===== src/rtl/mii_mgmt_regs.sv =====
module mii_mgmt_regs #(
  parameter logic [7:0]  PHY_ADDR = 8'd0,
  parameter logic [15:0] ID_HI    = 16'h7A11,
  parameter logic [15:0] ID_LO    = 16'h5C03
) (
  input  logic        clk,
  input  logic        rst_n,
  input  logic        link_up,
  input  logic        tgt_we,
  input  logic [15:0] tgt_wdata,
  input  logic        wd_we,
  input  logic [15:0] wd_data,
  output logic [15:0] rd_data
);
  localparam logic [15:0] CTL_DEF = 16'h3100;
  localparam logic [15:0] ANA_DEF = 16'h01E1;
  localparam logic [15:0] ST_BASE = 16'h7848;
  localparam logic [15:0] ST_LINK = 16'h0024;
  localparam logic [15:0] LP_DOWN = 16'h0080;
  localparam logic [15:0] LP_UP   = 16'h01E0;

  logic [15:0] tgt_q, ctl_q, ana_q;
  logic        lnk_q;

  wire       hit = (tgt_q[15:8] == PHY_ADDR);
  wire [7:0] idx = tgt_q[7:0];

  always_ff @(posedge clk or negedge rst_n) begin
    if (!rst_n) begin
      tgt_q <= '0;
      ctl_q <= CTL_DEF;
      ana_q <= ANA_DEF;
      lnk_q <= 1'b0;
    end else begin
      lnk_q <= link_up;
      if (tgt_we) tgt_q <= tgt_wdata;
      if (wd_we && hit) begin
        case (idx)
          8'd0: begin
            if (wd_data[15]) begin
              ctl_q <= CTL_DEF;
              ana_q <= ANA_DEF;
            end else begin
              ctl_q <= {1'b0, wd_data[14:0]};
            end
          end
          8'd4:    ana_q <= wd_data;
          default: ;
        endcase
      end
    end
  end

  always_comb begin
    if (!hit) rd_data = 16'hFFFF;
    else begin
      case (idx)
        8'd0:    rd_data = ctl_q;
        8'd1:    rd_data = lnk_q ? (ST_BASE | ST_LINK) : ST_BASE;
        8'd2:    rd_data = ID_HI;
        8'd3:    rd_data = ID_LO;
        8'd4:    rd_data = ana_q;
        8'd5:    rd_data = lnk_q ? LP_UP : LP_DOWN;
        default: rd_data = 16'h0000;
      endcase
    end
  end
endmodule



===== config.mk =====
export PLATFORM = sky130hd
export DESIGN_NAME = mii_mgmt_regs
export DESIGN_NICKNAME = d
export VERILOG_FILES = /design/src/rtl/mii_mgmt_regs.sv
export SDC_FILE = /design/constraint.sdc
export NUM_CORES = 1
export LEC_CHECK = 0
export ABC_CLOCK_PERIOD_IN_PS = 5100
export BUFFER_PORTS_ARGS = -buffer_cell sky130_fd_sc_hd__buf_2
export CAP_MARGIN = 5
export CORE_UTILIZATION = 50
export DETAILED_ROUTE_END_ITERATION = 16
export GPL_ROUTABILITY_DRIVEN = 0
export PLACE_DENSITY_LB_ADDON = 0.08
export SLEW_MARGIN = 40
export SYNTH_ARGS = -nofsm -noshare
export SYNTH_HDL_FRONTEND = slang
export SYNTH_SLANG_ARGS = --single-unit

===== constraint.sdc =====
create_clock -name clk -period 5.1 [get_ports clk]
set_input_delay 1.02 -clock clk [delete_from_list [all_inputs] [get_ports clk]]
set_output_delay 1.02 -clock clk [all_outputs]
set_load 0.03 [all_outputs]

== After elaboration in Yosys (flattened, before gate mapping) ==
Cells that the tools add are included.
Word-level totals
  register bits: 49
  input bits: 37
  output and inout bits: 16
  logic and storage cells: 23
Operators by class
  equal/unequal tests: 6
  muxes and demuxes: 7
  reductions and logical operators: 6
Operators by type and width (number)
  $pmux 16 s6: 1
  $mux 16: 2
  $pmux 16 s2: 1
  $eq 8x2->1 const B: 2
  $eq 8x3->1 const B: 2
  $logic_not 8->1: 2
  $mux 15: 1
  $mux 9: 1
  $eq 8x1->1 const B: 1
  $mux 6: 1
  $reduce_and 3->1: 1
  $ne 2x2->1 const B: 1
  $reduce_and 2->1: 1
  $reduce_bool 2->1: 1
  $logic_and 1x1->1: 1

== Depth between registers and ports, before layout ==
  word-level depth: 3
  gate-level depth with buffers: 6
  gate-level depth less buffers: 4

== Worst setup path after synthesis ==
No wires, ideal clock.
  path type: reg-to-output
  start: reg tgt_q[7]
  end: out rd_data[0]
  arrival time: 1.837 ns
  required time: 4.080 ns
  slack: 2.243 ns
  stages on the path, launching flop included: 5
  buffers on the path: 1
  path through: dfrtp_1 or4_1 or2_0 clkbuf_1 o211ai_1
Between the ends
  longest elaborated chain between the ends: 3
  elaborated cells between the ends (all ways): 8
  those cells by class: 5 x eq/ne; 2 x mux; 1 x reduce/logical
RTL lines
  from (decl): RTL line 22  | logic [15:0] tgt_q, ctl_q, ana_q;
  from (signal assigned): RTL line 36  | if (tgt_we) tgt_q <= tgt_wdata;
  $eq 8x3->1, or another cell as far along: RTL line 57  | case (idx)
  $pmux 16 s6 (*): RTL line 57
  $mux 16 (*): RTL line 55  | if (!hit) rd_data = 16'hFFFF;
  to (decl): RTL line 13  | output logic [15:0] rd_data
Every way passes the cells marked *; elsewhere a longest branch is shown, timed or not.

== Final worst setup path ==
  start: reg tgt_q[7]
  end: out rd_data[7]
The elaborated chain is that of the path after synthesis.

==> out/metrics.yaml <==
syn_area_mm2: 0.00244
power_mw: 0.759
tns_ns: 0
leakage_nw: 1.32
hold_depth: 2
synth_edf_count: 0
clk-insertion-delay-late_ns: 0.30
grt_max_degree: 49
drv_slew: 0
synth_nets: 254
final_cell_mix: "buf_2 (51), dfrtp_1 (40), nand2_1 (24), mux2_2 (24), inv_1 (17)"
wl_mm: 4.92
grt_pass1_wl_mm: 8.43
skew_ns: 0.00589
grt_antenna_before_repair: 0
r2r-start: "tgt_q[9]"
cts.sinks: 48
finalCriticalPeriod_ns: 3.42
synth_area_per_cell_um2: 11.2
start_util_pct: 51.9
die_h_um: 71.8
dp_hpwl_mm: 3.22
worstHoldPathType: "reg -> reg"
ant_nets: 0
die-area_mm2: 0.00516
antenna_cells: 0
area_growth_syn_to_layout_pct: 15.3
ff2ff_setup_slack_ns: 2.69
synth_top_area_cell: "dfrtp_1"
power_density_mw_per_mm2: 270
ios: 53
drc: 0
rsz0062_at_grt: "false"
ys_ff_latch: 48
ys_types: 40
dp_cells: 310
drv_cap: 0
whs_ns: 0.475
cts_setup_buffers: 0
final_cell_count_no_fill: 318
r2r_cells: 4
worstPathArrival_ns: 2.40
dr.pass1.iters: 4
io_buffers: 52
core_mm2: 0.00469
setup.worst_path.start: "tgt_q[7]"
tightest_slew_ns: 0.697
final_nets: 300
outcome: "finished clean"
fmax_ghz: 0.293
vias_per_cell: 5.30
ys_seq_area_share_pct: 49.7
cts-root-buf: "clkbuf_8"
ys_top_cells_by_area: "dfrtp_1 (41%), mux2_2 (11%), dfstp_2 (8.6%)"
cts_tree: "built"
die_w_um: 71.8
crit_type: "reg -> out"
crit_path_max_fanout: 6
synth.top_cell.area_share_pct: 41.1
htreeDepth: 2
netlist_instances: 217
mostFrequentLayoutCell: "buf_2"
postCtsHoldBufs: 0
vias: 1685
clock_tree.buffer_depth: 2
grtUsageTotal_pct: 21.3
cts_buffers: 5
synth_warnings: 0
cp.required_ns: 4.08
drive_gt1_share_pct: 39.8
final-setup-viol-count: 0
rows: 25
grt_pass1_vias: 1803
crit_path_end_kind: "primary output"
path_clk_slew_ns: 0.09
gr-total-overflow: 0
maxSlewHeadroom_pct: 53.1
synthArstFlopShare_pct: 100
wl_per_cell_um: 15.5
worstReg2RegEnd: "ctl_q[1]"
finalHoldViolations: 0
hp-start: "ctl_q[8]"
final.period_utilization_pct: 67.0
cts_resized: 0
ir_drop_uv: 124
first_iter_violations: 94
critPathLaunchType: "flop"
min_to: "ctl_q[8]"
synth-main-ff-cell: "dfrtp_1"
per-layer routing:
layer  GRT usage [%]  vias to the layer above  routed length, um
met1            27.5                      809               2300
met2            35.7                       33               2370
met3            5.20                        7                189
li1                -                      836                  -
met5               0                        -                  0
met4            6.10                        0                 54
logic make-up (layout without fill, tap and decap cells):
kind of cell	Yosys count	after routing	share of synthesized area [%]
simple gates	69	69	15.3
flops	48	48	49.7
mux	44	44	20.6
buf+inv	30	77	5.95
compound gates	26	26	8.42
where the power goes:
part	internal [mW]	total, mW	leakage, nW	switching [mW]
sequential	0.394	0.408	0.552	0.0140
clock	0.160	0.288	0.0614	0.127
combinational	0.0303	0.0626	0.708	0.0323
state kept, by name (all words and copies together), names as in the netlist:
signal,flops
lnk_q,1
ctl_q,15
tgt_q,16
ana_q,16
how the worst max path moves through the flow:
stage,cells past startpoint,endpoint,slack [ns]
3_3_place_gp,5,rd_data[2],1.85
6_report,5,rd_data[7],1.68
5_1_grt,5,rd_data[2],1.53
3_5_place_dp,5,rd_data[7],1.99
4_1_cts,5,rd_data[7],1.64
2_1_floorplan,4,rd_data[0],2.24
cells in the mapped netlist (all sizes together) (5+ instances only):
library cell and n:
mux2 31, dfstp 8, a221o 6, buf 8, inv 17, nor2 7
clkbuf 5, nor2b 12, o21ai 9, nand2 24, mux2i 13, nand2b 5
dfrtp 40
worst max-delay path, stage by stage, from the launching register on:
cell and delay, ns:
dfrtp_1 0.40, or4_1 0.60, nor4_2 0.55, a21boi_0 0.19, o31ai_1 0.11, buf_2 0.25
final cells by class:
| class | instances | area (um2) |
|---|---|---|
| timing repair buffer | 52 | 263 |
| multi-input combinational | 139 | 1080 |
| clock inverter | 2 | 38.8 |
| tap | 54 | 67.6 |
| sequential | 48 | 1210 |
| clock buffer | 6 | 82.6 |
| fill | 405 | 1880 |
| inverter | 17 | 63.8 |
per-stage QoR:
stage	setup WS [ns]	instance area, um2	utilization [%]
global route	1.53	2810	59.9
finish	1.68	2810	59.9
detailed placement	1.99	2690	57.3
floorplan	2.24	2440	-
CTS	1.64	2810	59.9
global placement	1.85	2680	57.2
No activity file was read; power rests on OpenSTA's default activity.
